**src/rtl/cbd_pkg.sv**
```systemverilog
package cbd_pkg;
    localparam int TF_DEPTH  = 16;
    localparam int TGT_IDX_W = 4;

    typedef enum logic [1:0] {SP_NONE, SP_TASK, SP_ATTR} space_e;
    typedef enum logic [1:0] {TG_NONE, TG_TASK, TG_CFG} tkind_e;
    typedef enum logic [1:0] {S_IDLE, S_READ, S_WRITE, S_COMMIT} state_e;

    typedef struct packed {
        tkind_e                kind;
        logic [TGT_IDX_W-1:0]  idx;
    } tgt_t;
endpackage

```
**src/rtl/cbd_lane_steer.sv**
```systemverilog
module cbd_lane_steer (
    input  logic       ce1_n,
    input  logic       ce2_n,
    input  logic       a0,
    output logic [1:0] lane_on,
    output logic [1:0] lane_odd,
    output logic       word
);
    always_comb begin
        lane_on     = {~ce2_n, ~ce1_n};
        word        = ~ce1_n & ~ce2_n;
        // high lane always carries the odd byte
        lane_odd[1] = 1'b1;
        // low lane: even byte in a word access, else the byte picked by A0
        lane_odd[0] = ce2_n ? a0 : 1'b0;
    end
endmodule

```
**src/rtl/cbd_byte_map.sv**
```systemverilog
module cbd_byte_map
    import cbd_pkg::*;
#(
    parameter int              ADDR_W   = 11,
    parameter int              CFG_NUM  = 4,
    parameter logic [ADDR_W-1:0] CFG_BASE = 11'h200
) (
    input  space_e            space,
    input  logic [ADDR_W-1:0] ba,
    input  logic              word,
    output tgt_t              tgt
);
    localparam int CFG_W = $clog2(CFG_NUM);
    localparam logic [ADDR_W-CFG_W-2:0] CFG_HI = CFG_BASE[ADDR_W-1:CFG_W+1];

    always_comb begin
        tgt.kind = TG_NONE;
        tgt.idx  = '0;
        unique case (space)
            SP_TASK: begin
                tgt.kind = TG_TASK;
                unique case (ba[3:0])
                    4'h0, 4'h8:       tgt.idx = 4'h0;
                    4'h1:             tgt.idx = word ? 4'h9 : 4'h1;
                    4'hD:             tgt.idx = 4'h1;
                    4'hA, 4'hB, 4'hC: tgt.kind = TG_NONE;
                    default:          tgt.idx = ba[3:0];
                endcase
            end
            SP_ATTR: begin
                if (!ba[0] && ba[ADDR_W-1:CFG_W+1] == CFG_HI) begin
                    tgt.kind = TG_CFG;
                    tgt.idx  = TGT_IDX_W'(ba[CFG_W:1]);
                end
            end
            default: ;
        endcase
    end
endmodule

```
**src/rtl/cbd_regs.sv**
```systemverilog
module cbd_regs
    import cbd_pkg::*;
#(
    parameter int BYTE_W  = 8,
    parameter int CFG_NUM = 4
) (
    input  logic                   clk,
    input  logic                   rst_n,
    input  tgt_t [1:0]             tgt,
    input  logic [1:0]             we,
    input  logic [1:0][BYTE_W-1:0] wbyte,
    output logic [1:0][BYTE_W-1:0] rbyte
);
    localparam int CFG_W = $clog2(CFG_NUM);

    logic [BYTE_W-1:0] tf_q  [TF_DEPTH];
    logic [BYTE_W-1:0] cfg_q [CFG_NUM];

    always_ff @(posedge clk) begin
        if (!rst_n) begin
            for (int i = 0; i < TF_DEPTH; i++) tf_q[i] <= '0;
            for (int i = 0; i < CFG_NUM; i++)  cfg_q[i] <= '0;
        end else begin
            for (int l = 0; l < 2; l++) begin
                if (we[l]) begin
                    if (tgt[l].kind == TG_TASK)
                        tf_q[tgt[l].idx] <= wbyte[l];
                    else if (tgt[l].kind == TG_CFG)
                        cfg_q[tgt[l].idx[CFG_W-1:0]] <= wbyte[l];
                end
            end
        end
    end

    always_comb begin
        for (int l = 0; l < 2; l++) begin
            unique case (tgt[l].kind)
                TG_TASK: rbyte[l] = tf_q[tgt[l].idx];
                TG_CFG:  rbyte[l] = cfg_q[tgt[l].idx[CFG_W-1:0]];
                default: rbyte[l] = '0;
            endcase
        end
    end
endmodule

```
**src/rtl/cbd_decoder.sv**
```systemverilog
module cbd_decoder
    import cbd_pkg::*;
#(
    parameter int                ADDR_W   = 11,
    parameter int                DATA_W   = 16,
    parameter int                CFG_NUM  = 4,
    parameter logic [ADDR_W-1:0] CFG_BASE = 11'h200
) (
    input  logic              clk,
    input  logic              rst_n,
    input  logic              ce1_n,
    input  logic              ce2_n,
    input  logic [ADDR_W-1:0] addr,
    input  logic              reg_n,
    input  logic              oe_n,
    input  logic              we_n,
    input  logic              iord_n,
    input  logic              iowr_n,
    input  logic [DATA_W-1:0] wdata,
    output logic [DATA_W-1:0] rdata,
    output logic [1:0]        lane_en,
    output logic              is16_n,
    output logic              inpack_n
);
    localparam int BYTE_W = DATA_W / 2;

    state_e state_q, state_d;

    logic rd_any, wr_any, io_live, in_commit;
    assign rd_any  = !oe_n || !iord_n;
    assign wr_any  = !we_n || !iowr_n;
    assign io_live = !iord_n || !iowr_n;
    assign in_commit = (state_q == S_COMMIT);

    // captured write cycle
    logic              lat_ce1_n, lat_ce2_n, lat_reg_n, lat_io;
    logic [ADDR_W-1:0] lat_addr;
    logic [DATA_W-1:0] lat_wdata;

    // state register
    always_ff @(posedge clk) begin
        if (!rst_n) state_q <= S_IDLE;
        else        state_q <= state_d;
    end

    always_comb begin
        state_d = state_q;
        unique case (state_q)
            S_IDLE:   if (rd_any) state_d = S_READ;
                      else if (wr_any) state_d = S_WRITE;
            S_READ:   if (!rd_any) state_d = S_IDLE;
            S_WRITE:  if (!wr_any) state_d = S_COMMIT;
            S_COMMIT: state_d = S_IDLE;
            default:  state_d = S_IDLE;
        endcase
    end

    always_ff @(posedge clk) begin
        if (!rst_n) begin
            lat_ce1_n <= 1'b1;
            lat_ce2_n <= 1'b1;
            lat_reg_n <= 1'b1;
            lat_io    <= 1'b0;
            lat_addr  <= '0;
            lat_wdata <= '0;
        end else if (state_d == S_WRITE) begin
            lat_ce1_n <= ce1_n;
            lat_ce2_n <= ce2_n;
            lat_reg_n <= reg_n;
            lat_io    <= !iowr_n;
            lat_addr  <= addr;
            lat_wdata <= wdata;
        end
    end

    // decode source: captured cycle during commit, live bus otherwise
    logic              src_ce1_n, src_ce2_n, src_reg_n, src_io;
    logic [ADDR_W-1:0] src_addr;
    logic [DATA_W-1:0] src_wdata;
    space_e            space;

    always_comb begin
        src_ce1_n = in_commit ? lat_ce1_n : ce1_n;
        src_ce2_n = in_commit ? lat_ce2_n : ce2_n;
        src_reg_n = in_commit ? lat_reg_n : reg_n;
        src_io    = in_commit ? lat_io    : io_live;
        src_addr  = in_commit ? lat_addr  : addr;
        src_wdata = in_commit ? lat_wdata : wdata;
        if (src_io) space = src_reg_n ? SP_NONE : SP_TASK;
        else        space = src_reg_n ? SP_TASK : SP_ATTR;
    end

    logic [1:0] lane_on, lane_odd, live_en, we_lane;
    logic       word;

    cbd_lane_steer u_steer (
        .ce1_n    (src_ce1_n),
        .ce2_n    (src_ce2_n),
        .a0       (src_addr[0]),
        .lane_on  (lane_on),
        .lane_odd (lane_odd),
        .word     (word)
    );

    tgt_t [1:0]             tgt;
    logic [1:0][BYTE_W-1:0] wbyte, rbyte;

    for (genvar l = 0; l < 2; l++) begin : g_lane
        cbd_byte_map #(
            .ADDR_W   (ADDR_W),
            .CFG_NUM  (CFG_NUM),
            .CFG_BASE (CFG_BASE)
        ) u_map (
            .space (space),
            .ba    ({src_addr[ADDR_W-1:1], lane_odd[l]}),
            .word  (word),
            .tgt   (tgt[l])
        );
        assign live_en[l] = lane_on[l] && (space != SP_NONE);
        assign we_lane[l] = in_commit && live_en[l];
        assign wbyte[l]   = src_wdata[l*BYTE_W +: BYTE_W];
    end

    cbd_regs #(
        .BYTE_W  (BYTE_W),
        .CFG_NUM (CFG_NUM)
    ) u_regs (
        .clk   (clk),
        .rst_n (rst_n),
        .tgt   (tgt),
        .we    (we_lane),
        .wbyte (wbyte),
        .rbyte (rbyte)
    );

    // output process
    always_comb begin
        rdata    = '0;
        lane_en  = '0;
        inpack_n = 1'b1;
        unique case (state_q)
            S_READ: begin
                lane_en = live_en;
                for (int l = 0; l < 2; l++)
                    rdata[l*BYTE_W +: BYTE_W] = live_en[l] ? rbyte[l] : '0;
                inpack_n = !(!iord_n && (live_en != 2'b00));
            end
            default: ;
        endcase
    end

    assign is16_n = !(io_live && !reg_n && (!ce1_n || !ce2_n) && (addr[2:0] == 3'b000));

    // checks
    assert_hi_lane_R1: assert property (@(posedge clk) disable iff (!rst_n)
        lane_en[1] |-> !ce2_n);
    assert_lo_lane_R2: assert property (@(posedge clk) disable iff (!rst_n)
        lane_en[0] |-> !ce1_n);
    assert_io_space_R3: assert property (@(posedge clk) disable iff (!rst_n)
        (!iord_n && lane_en != 2'b00) |-> !reg_n);
    assert_commit_after_rise_R4: assert property (@(posedge clk) disable iff (!rst_n)
        (state_q == S_COMMIT) |-> ($past(we_n) && $past(iowr_n)));
    assert_unselected_R5: assert property (@(posedge clk) disable iff (!rst_n)
        (ce1_n && ce2_n) |-> (lane_en == 2'b00));
    assert_is16_port_R6: assert property (@(posedge clk) disable iff (!rst_n)
        !is16_n |-> (addr[2:0] == 3'b000 && !reg_n));
    assert_inpack_io_R7: assert property (@(posedge clk) disable iff (!rst_n)
        !inpack_n |-> (!iord_n && !reg_n && lane_en != 2'b00));
    assert_idle_quiet_R11: assert property (@(posedge clk) disable iff (!rst_n)
        (state_q != S_READ) |-> (rdata == '0 && lane_en == 2'b00));
endmodule

```
**config.mk**
```make
export PLATFORM = sky130hd
export DESIGN_NAME = cbd_decoder
export DESIGN_NICKNAME = d
export VERILOG_FILES = /design/src/rtl/cbd_pkg.sv /design/src/rtl/cbd_lane_steer.sv /design/src/rtl/cbd_byte_map.sv /design/src/rtl/cbd_regs.sv /design/src/rtl/cbd_decoder.sv
export SDC_FILE = /design/constraint.sdc
export NUM_CORES = 1
export LEC_CHECK = 0
export ABC_AREA = 1
export ABC_CLOCK_PERIOD_IN_PS = 4170
export BUFFER_PORTS_ARGS = -buffer_cell sky130_fd_sc_hd__buf_2
export CORE_ASPECT_RATIO = 1.4
export CORE_MARGIN = 5
export CORE_UTILIZATION = 35
export DETAILED_ROUTE_END_ITERATION = 6
export GPL_ROUTABILITY_DRIVEN = 0
export PLACE_DENSITY_LB_ADDON = 0.1
export SYNTH_ARGS = -nofsm -noshare
export SYNTH_HDL_FRONTEND = slang
export SYNTH_HIERARCHICAL = 1
export SYNTH_SLANG_ARGS = --single-unit
```
**constraint.sdc**
```tcl
create_clock -name clk -period 4.17 [get_ports clk]
set_clock_uncertainty 0.05 [all_clocks]
set_input_delay 0.2085 -clock clk [delete_from_list [all_inputs] [get_ports clk]]
set_output_delay 0.2085 -clock clk [all_outputs]
set_load 0.005 [all_outputs]
```
==> flow_results.org, run 1 <==
** Finish
- Fin area :: 0.0149 mm²
- Once layout is complete, the cells apart from fillers number 2288.
- Leaving out fill and tap cells, the most frequent cell in the layout is sky130_fd_sc_hd__nand2_1.
- 0 antenna diodes ended up in the layout.
- The top cell types in the final layout, fill and taps aside, are sky130_fd_sc_hd__nand2_1, sky130_fd_sc_hd__o22ai_1, sky130_fd_sc_hd__edfxtp_1, sky130_fd_sc_hd__inv_1, sky130_fd_sc_hd__nor2_1.
- Nets :: 1861
- Fraction of the core area covered by cells at the end of the flow :: 41.7%
- Proportion of layout cells with a drive suffix above 1 :: 18.5%
- # fillers :: 3690
- The area growth from synthesis to layout is 17.9%.

** Routing
- Post-detailed-route wirelength per cell :: 22.5 µm
- In the routed design, unresolved DRC markers number 0.
- Via density per instance :: 5.55
- The routed design has 51600 µm of wire.
- The pre-antenna-repair detailed-routing pass consisted of 5 iterations.
- Drt initial violations :: 1360
- In this run the remaining antenna-violating nets after routing total 0.
- The detailed router placed 12699 vias in this run.

** Pwr
- Design internal power :: 3.28 mW
- Clock group share of total power :: 34.3%
- For this design the static power due to leakage is 6.27 nW.
- The analysis attributes to net switching a power of 1.57 mW.
- Sequential share of power :: 45.1%
- Post-layout total power :: 4.85 mW
- Net switching is 32.4% of the power.
- Relative contribution of combinational cells to total power :: 20.6%
- In this run the power density over the cells is 325 mW/mm².
- VDD sags by at most 0.267 mV.

** STA
- Unrepaired setup endpoints after global routing :: true
- Count of final max-slew check failures :: 0
- Setup slack on the critical path of the routed design comes to 0.157 ns.
- The final number of hold-violating endpoints was 0.
- On the final layout, the worst hold slack is 0.0251 ns.
- Clock period minus final worst setup slack :: 4.01 ns
- In this run the tightest slew margin relative to its limit is 14.2%.
- Dividing the final minimum period by the clock period gives 96.2%.
- For the pin with the worst max-slew slack, the measured transition is 1.29 ns.
- Timing would allow up to 249 MHz.
- Setup violations remaining at the end of the flow were counted as 0.
- Sum Neg Setup Slack :: 0 ns

** Synth
- Post-synthesis cell count :: 1756
- In this run, synthesis inferred 160 flip-flops with an integrated enable.
- Synthesis instantiated 35 different standard cells from the library.
- During synthesis, Yosys emitted a total of 6 warnings.
- Count of state elements after synthesis :: 193
- Summing every instance area after synthesis gives 0.0127 mm².
- Top cell type's share of synthesized area :: 38.0%
- Among all flip-flop cells after synthesis, the most frequent one is sky130_fd_sc_hd__edfxtp_1.
- Net count of the mapped netlist :: 1804
- Leading post-synthesis cells by cell area :: sky130_fd_sc_hd__edfxtp_1, sky130_fd_sc_hd__nand2_1, sky130_fd_sc_hd__o22ai_1
- Share of synthesized registers carrying an async set or reset :: 0%
- After synthesis, the mean cell area works out to 7.21 µm².
- Summing the sequential cell areas from Yosys gives 43.2% of the chip area.
- The biggest area contributor in the post-synthesis netlist is sky130_fd_sc_hd__edfxtp_1.

** Global route
- Overall global routing resource usage :: 24.4%
- Wire length of the first global-routing pass :: 73600 µm
- Summed over all layers, the global routing overflow is 0.
- Number of global-route vias before repair :: 11861
- Pin count of the biggest net entering global routing :: 63
- The number of antenna violations at the first check in global routing was 0.

** Place
- In this run, placement finished with an instance count of 2227.
- Dpl cell area :: 0.0135 mm²
- Worst setup slack before clock tree synthesis :: 0.0311 ns
- The HPWL after detailed placement is 34500 µm.
- Port buffering added 55 buffers.

** Worst setup path
- Data on the critical path arrives at its endpoint at 3.75 ns.
- The worst setup path is captured at an output port.
- The number of cells on the worst reg-to-reg path is 16.
- Required time of the worst setup path :: 3.91 ns
- Max FO, Critical Path :: 14
- STA classifies the critical path startpoint as a flip-flop.
- Worst setup path category :: flip-flop to output port

** Run status
- The flow ran to the end, and the final reports show no timing, DRC or antenna violations.

** Die
- Initial Util :: 35.4%
- 56 I/O pins were placed.
- Die Wd :: 171 µm
- The floorplan step set the die height to 235 µm.
- After floorplanning, the core was divided into 82 placement rows.
- Placeable core area :: 0.0358 mm²
- The die covers 0.0401 mm².

** Clocking
- TritonCTS built the clock tree.
- Number of clock buffers inserted by TritonCTS :: 17
- Number of buffers on the longest clock path :: 2
- The clock drives 193 sinks.
- H-tree lvl count :: 4
- The tree is rooted in a sky130_fd_sc_hd__clkbuf_16.
- Clock slew at the register clock pins of the worst setup and hold paths :: 0.08 ns
- Clock latency on the worst-skew pair, taken at its later pin, is 0.47 ns.

** Min path
- Number of instances on the worst hold path :: 5
- Worst min-delay path class :: primary input to flip-flop

** Job
- Max-cap violations :: 0
[area by class of cell]
class	instances	area, µm²	share of cell area, %
clock buffers	17	425	2.85
clock inverters	15	148	0.989
inverters	171	654	4.39
multi-input cells	1297	6470	43.3
flip-flops and latches	193	5470	36.7
well taps	462	578	3.87
repair buffers	133	1180	7.89
[worst paths after layout]
kind                            endpoint              startpoint  slack (ns)
min           lat_wdata[10]$_SDFFE_PN0N_               wdata[10]        0.03
min reg2reg       lat_ce1_n$_SDFFE_PN1N_  lat_ce1_n$_SDFFE_PN1N_        0.41
max reg2reg  u_regs/tf_q[0][0]$_DFFE_PP_   state_q[1]$_SDFF_PN0_        0.36
max                             rdata[9]   state_q[1]$_SDFF_PN0_        0.16
[power by group through the flow]
stage / clock network [mW] / logic, mW / registers [mW]
finish: 1.66 / 0.999 / 2.19
global route: 1.78 / 1.07 / 2.20
CTS: 1.70 / 0.892 / 2.19
detailed placement: 0 / 0.851 / 2.23
global placement: 0 / 0.848 / 2.23
floorplan: 0 / 0.535 / 2.22
[repair_timing]
item,4_1_cts,5_1_grt
pin swaps,7,47
setup endpoints to repair,16,16
gates resized for setup,48,108
cloned,3,10
buffers inserted,4,10
hold buffers,4,0
endpoints found under the hold margin,5,0
[worst max-delay path, stage by stage (launching register included)]
cell and delay, ns:
sky130_fd_sc_hd__dfxtp_4 0.39, sky130_fd_sc_hd__nand2_8 0.07, sky130_fd_sc_hd__o21ai_4 0.16, sky130_fd_sc_hd__inv_2 0.06
sky130_fd_sc_hd__ha_4 0.28, sky130_fd_sc_hd__inv_1 0.04, sky130_fd_sc_hd__ha_1 0.31, sky130_fd_sc_hd__nor2_2 0.12
sky130_fd_sc_hd__nand2_2 0.08, sky130_fd_sc_hd__o21ai_4 0.29, sky130_fd_sc_hd__buf_6 0.18, sky130_fd_sc_hd__clkbuf_16 0.18
sky130_fd_sc_hd__buf_4 0.12, sky130_fd_sc_hd__o21ai_2 0.07, sky130_fd_sc_hd__nand2_1 0.06, sky130_fd_sc_hd__nand2_1 0.09
sky130_fd_sc_hd__nand2_1 0.09, sky130_fd_sc_hd__nand2_2 0.07, sky130_fd_sc_hd__o21ai_1 0.25, sky130_fd_sc_hd__a21oi_2 0.12
sky130_fd_sc_hd__inv_1 0.07, sky130_fd_sc_hd__nor2_1 0.04, sky130_fd_sc_hd__buf_2 0.13
[cell usage after synthesis, types with 26 or more instances]
master                     number
sky130_fd_sc_hd__inv_1        147
sky130_fd_sc_hd__o21ai_0       98
sky130_fd_sc_hd__nand3_1       47
sky130_fd_sc_hd__buf_2         26
sky130_fd_sc_hd__dfxtp_1       33
sky130_fd_sc_hd__nor2_1       122
sky130_fd_sc_hd__o22ai_1      176
sky130_fd_sc_hd__a21oi_1       73
sky130_fd_sc_hd__edfxtp_1     160
sky130_fd_sc_hd__nand2_1      675
sky130_fd_sc_hd__nand2_2       37
sky130_fd_sc_hd__clkbuf_1      44
[metal layers]
layer / track usage, % / wire [µm]
met1: 29.9 / 19700
met2: 42.0 / 25700
met3: 3.30 / 3420
met4: 11.6 / 2750
met5: 0 / 0
[kinds of logic (layout without fill, tap and decap cells)]
logic type      Yosys count  in the layout  synth area share (%)
mux                       2              2                 0.178
fa+ha+maj                12             12                  1.19
compound gates          360            361                  16.4
flops                   193            193                  43.2
simple gates            921            921                  30.2
other cells               1              1                0.0296
buf+inv                 267            336                  8.83
[flip-flops by register name, summed over array words and instances (netlist names)]
name and flops:
lat_ce1_n 1, lat_addr 11, lat_io 1, lat_ce2_n 1, u_regs/cfg_q 32, lat_wdata 16
lat_reg_n 1, u_regs/tf_q 128, state_q 2
Power figures use the tool's default switching activity.
==> inputs of run 2 (changes only) <==
Settings changed: ABC_AREA 1 to default, BUFFER_PORTS_ARGS -buffer_cell sky130_fd_sc_hd__buf_2 to default, DONT_BUFFER_PORTS from default to 1.
==> run 2 against run 1 <==
  * Sequential power barely moved
  * Critical path depth shrank 7
  * Synthesized cell count shrank 38%
  * Global-route usage shrank 2.1 points
  * Die area shrank 1.4%
  * Design area decreased by 2.0%
  * Flip-flop and latch count unchanged
  * Largest power group unchanged
  * Utilization is essentially flat
  * Combinational power shrank 26%
==> flow_results.org, run 2 <==
** Run status
- Run status :: complete, no violations

** Routing
- Post-detailed-route wirelength per cell :: 27.4 µm
- The first routing iteration left 769 violations.
- Using the TritonRoute via totals, the vias-per-cell ratio works out to 5.93.
- Summing over every cut layer, the via total after detailed routing is 9538.
- Before antenna repair, the detailed router went through 5 iterations.
- Routed WL :: 44100 µm
- DRC errors left :: 0
- The detail route stage leaves a number of antenna-violating nets equal to 0.

** Global route
- For this run the aggregate overflow at the end of global routing stands at 0.
- Wire length of the first global-routing pass :: 65000 µm
- Initial antenna violation count :: 0
- Overall global routing resource usage :: 22.3%
- Pin count of the biggest net entering global routing :: 61
- The via count of the first global-routing pass was 9777.

** Finish
- Largest register by flop count :: u_regs/tf_q
- Most frequent standard cell in the layout excluding fill and tap cells :: sky130_fd_sc_hd__edfxtp_1
- Commonest non-fill, non-tap cells in the layout :: sky130_fd_sc_hd__edfxtp_1, sky130_fd_sc_hd__a22o_1, sky130_fd_sc_hd__mux2i_1, sky130_fd_sc_hd__nand2_1, sky130_fd_sc_hd__dlygate4sd3_1
- Area overhead of the layout relative to synthesis :: 17.3%
- Proportion of layout cells with a drive suffix above 1 :: 19.9%
- Number of diodes added for antenna fixing :: 0
- In the final layout, the registers with the most flip-flops are u_regs/tf_q x128, u_regs/cfg_q x32, lat_wdata x16.
- Fraction of the core area covered by cells at the end of the flow :: 41.7%
- The net count of the finished layout is 1188.
- # fillers :: 3403
- The register with the most flip-flops in the layout has 128 of them.

** Pwr
- Per report_power, the sequential group accounts for 47.0% of the total.
- The internal power of the cells totals 3.39 mW.
- The design draws 4.65 mW.
- Maximum ir drop on the vdd rail :: 0.238 mV
- In this run the power spent charging and discharging nets is 1.27 mW.
- The clock network accounts for 37.2% of the total power.
- Power spread over the standard cell area amounts to 318 mW/mm².
- Per report_power, the combinational group accounts for 15.8% of the total.
- In this run the static leakage power is 5.07 nW.
- Switching part of the total power :: 27.2%

** Synth
- Count leader, synth :: sky130_fd_sc_hd__edfxtp_1
- In this run, synthesis inferred 160 flip-flops with an integrated enable.
- In the synthesized netlist the async set-or-reset flop fraction comes to 0%.
- A synthesized cell averages 11.4 µm².
- Most numerous cell types in the synthesized netlist :: sky130_fd_sc_hd__edfxtp_1, sky130_fd_sc_hd__a22o_1, sky130_fd_sc_hd__mux2i_1, sky130_fd_sc_hd__nand2_1, sky130_fd_sc_hd__nand3_1
- After synthesis, the largest area contributor takes up 38.5% of total cell area.
- For this run, the leading register cell type out of synthesis is sky130_fd_sc_hd__edfxtp_1.
- Leading post-synthesis cells by cell area :: sky130_fd_sc_hd__edfxtp_1, sky130_fd_sc_hd__mux2i_1, sky130_fd_sc_hd__a22o_1
- The synthesized design contains 193 register bits.
- Post-synthesis cell count :: 1090
- After synthesis the cells add up to 0.0125 mm².
- Synth warnings :: 6
- sky130_fd_sc_hd__edfxtp_1 takes more of the synthesized area than any other cell.
- Sequential cells were found to cover 43.8% of the synthesized design area.
- Net count of the mapped netlist :: 1138
- The number of different library cells used by synthesis comes to 59.

** Die
- The floorplan has 81 rows.
- 56 I/O pins were placed.
- Placeable core area :: 0.0351 mm²
- Full die area :: 0.0395 mm²
- Measured along the x axis, the die boundary spans 170 µm.
- Once the floorplan was initialized, standard cells occupied 35.6% of the core.
- Die Height :: 233 µm

** STA
- F_max :: 246 MHz
- Setup violations remaining at the end of the flow were counted as 0.
- At the pin with the least slew margin, the transition time is 1.11 ns.
- Final-report hold violation count :: 0
- Max-Slew Margin vs Limit :: 25.9%
- The final critical path takes up 97.4% of the cycle.
- Count of final max-slew check failures :: 0
- The smallest clock period supported by the final layout is computed as 4.06 ns.

** Worst setup path
- Nature of the critical path endpoint :: output port
- Worst setup path category :: flip-flop to output port
- Along the worst path, the maximum fanout reaches 5.
- Required time of the worst setup path :: 3.91 ns
- Data arrives at the worst endpoint at 3.80 ns.
- The worst register-to-register path has a setup slack of 0.32 ns.
- Startpoint class of the critical path :: flip-flop

** Clocking
- The tree built by TritonCTS fans out to 193 sinks.
- H-tree lvl count :: 4
- Clock-pin slew was measured on the worst setup and hold paths at 0.08 ns.
- The clock reaches the later pin of the worst-skew pair after 0.46 ns.
- TritonCTS built the clock tree.
- Number of buffers on the longest clock path :: 2
- Number of clock buffers inserted by TritonCTS :: 17
- The cell sitting at the root of the clock tree is a sky130_fd_sc_hd__clkbuf_16.

** Place
- In this run the tool buffered the top-level ports with 0 buffer cells.
- Post-DP HPWL :: 29700 µm

** Job
- Max-cap violations :: 0

** Min path
- The tightest min-delay check is of the primary input to flip-flop type.
## run 2: through the flow
step                      setup slack, ns  hold WS [ns]  cell area (µm²)  instances  TNS (ns)
final                               0.109         0.104            14600       1609         0
after floorplan                     0.285         0.301            12500       1090         0
after global placement           -0.00772         0.301            12900       1489  -0.00772
after detailed placement          -0.0409         0.307            12900       1489   -0.0409
after CTS                          0.0268        0.0613            14500       1605         0
after global routing              -0.0233        0.0896            14600       1609   -0.0903
## run 2: timing repair
action,CTS,global route
setup buffers,12,4
endpoints found under the hold margin,33,0
hold buffers,67,0
gates resized for setup,27,21
endpoints found under the setup margin,16,16
pin swaps,5,5
cloned,5,0
## run 2: final timing paths
kind / from / endpoint / cells after the start
setup / recovery: state_q[1]$_SDFF_PN0_ / rdata[3] / 15
hold / removal: rst_n / u_regs/tf_q[3][3]$_DFFE_PP_ / 2
setup reg to reg: state_q[1]$_SDFF_PN0_ / u_regs/tf_q[12][4]$_DFFE_PP_ / 12
hold reg to reg: lat_addr[6]$_SDFFE_PN0N_ / lat_addr[6]$_SDFFE_PN0N_ / 2
## run 2: logic make-up after synthesis
| group | Yosys count | share of synthesized area [%] |
|---|---|---|
| AO/OA/AOI/OAI | 252 | 15.8 |
| adder cells (fa/ha/maj) | 12 | 1.20 |
| buffers and inverters | 111 | 4.68 |
| flip-flops | 193 | 43.8 |
| multiplexers | 201 | 18.6 |
| other | 1 | 0.0301 |
| AND/OR/NAND/NOR | 320 | 15.8 |
## run 2: worst max-delay path: stages (launching register included)
cell and delay (ns):
sky130_fd_sc_hd__dfxtp_2 0.34, sky130_fd_sc_hd__nand2_4 0.12, sky130_fd_sc_hd__mux2i_4 0.26, sky130_fd_sc_hd__ha_1 0.29
sky130_fd_sc_hd__inv_2 0.09, sky130_fd_sc_hd__ha_4 0.21, sky130_fd_sc_hd__nor4b_2 0.26, sky130_fd_sc_hd__and3_4 0.25
sky130_fd_sc_hd__a32o_4 0.26, sky130_fd_sc_hd__buf_12 0.14, sky130_fd_sc_hd__buf_16 0.12, sky130_fd_sc_hd__mux2i_1 0.07
sky130_fd_sc_hd__a22oi_1 0.37, sky130_fd_sc_hd__nand3_1 0.23, sky130_fd_sc_hd__nand3_1 0.13, sky130_fd_sc_hd__and2_1 0.20
## run 2: power by group through the flow
stage	Sequential, mW	Clock, mW	Combinational, mW
floorplan	2.21	0	0.450
global placement	2.23	0	0.620
detailed placement	2.23	0	0.623
CTS	2.19	1.76	0.721
finish	2.19	1.73	0.736
global route	2.20	1.83	0.776
## run 2: final cells by class
type | count | area (µm²) | area share [%]
clock buffer | 23 | 520 | 3.56
timing repair buffer | 126 | 1320 | 9.04
clock inverter | 9 | 91.3 | 0.625
inverter | 16 | 60.1 | 0.411
tap | 456 | 571 | 3.90
sequential | 193 | 5470 | 37.4
multi-input combinational | 786 | 6590 | 45.1
## run 2: routing by layer
| layer | GRT usage (%) | wire length (µm) |
|---|---|---|
| met5 | 0 | 0 |
| met4 | 9.94 | 1970 |
| met3 | 3.27 | 1840 |
| met2 | 38.1 | 21700 |
| met1 | 28.0 | 18500 |
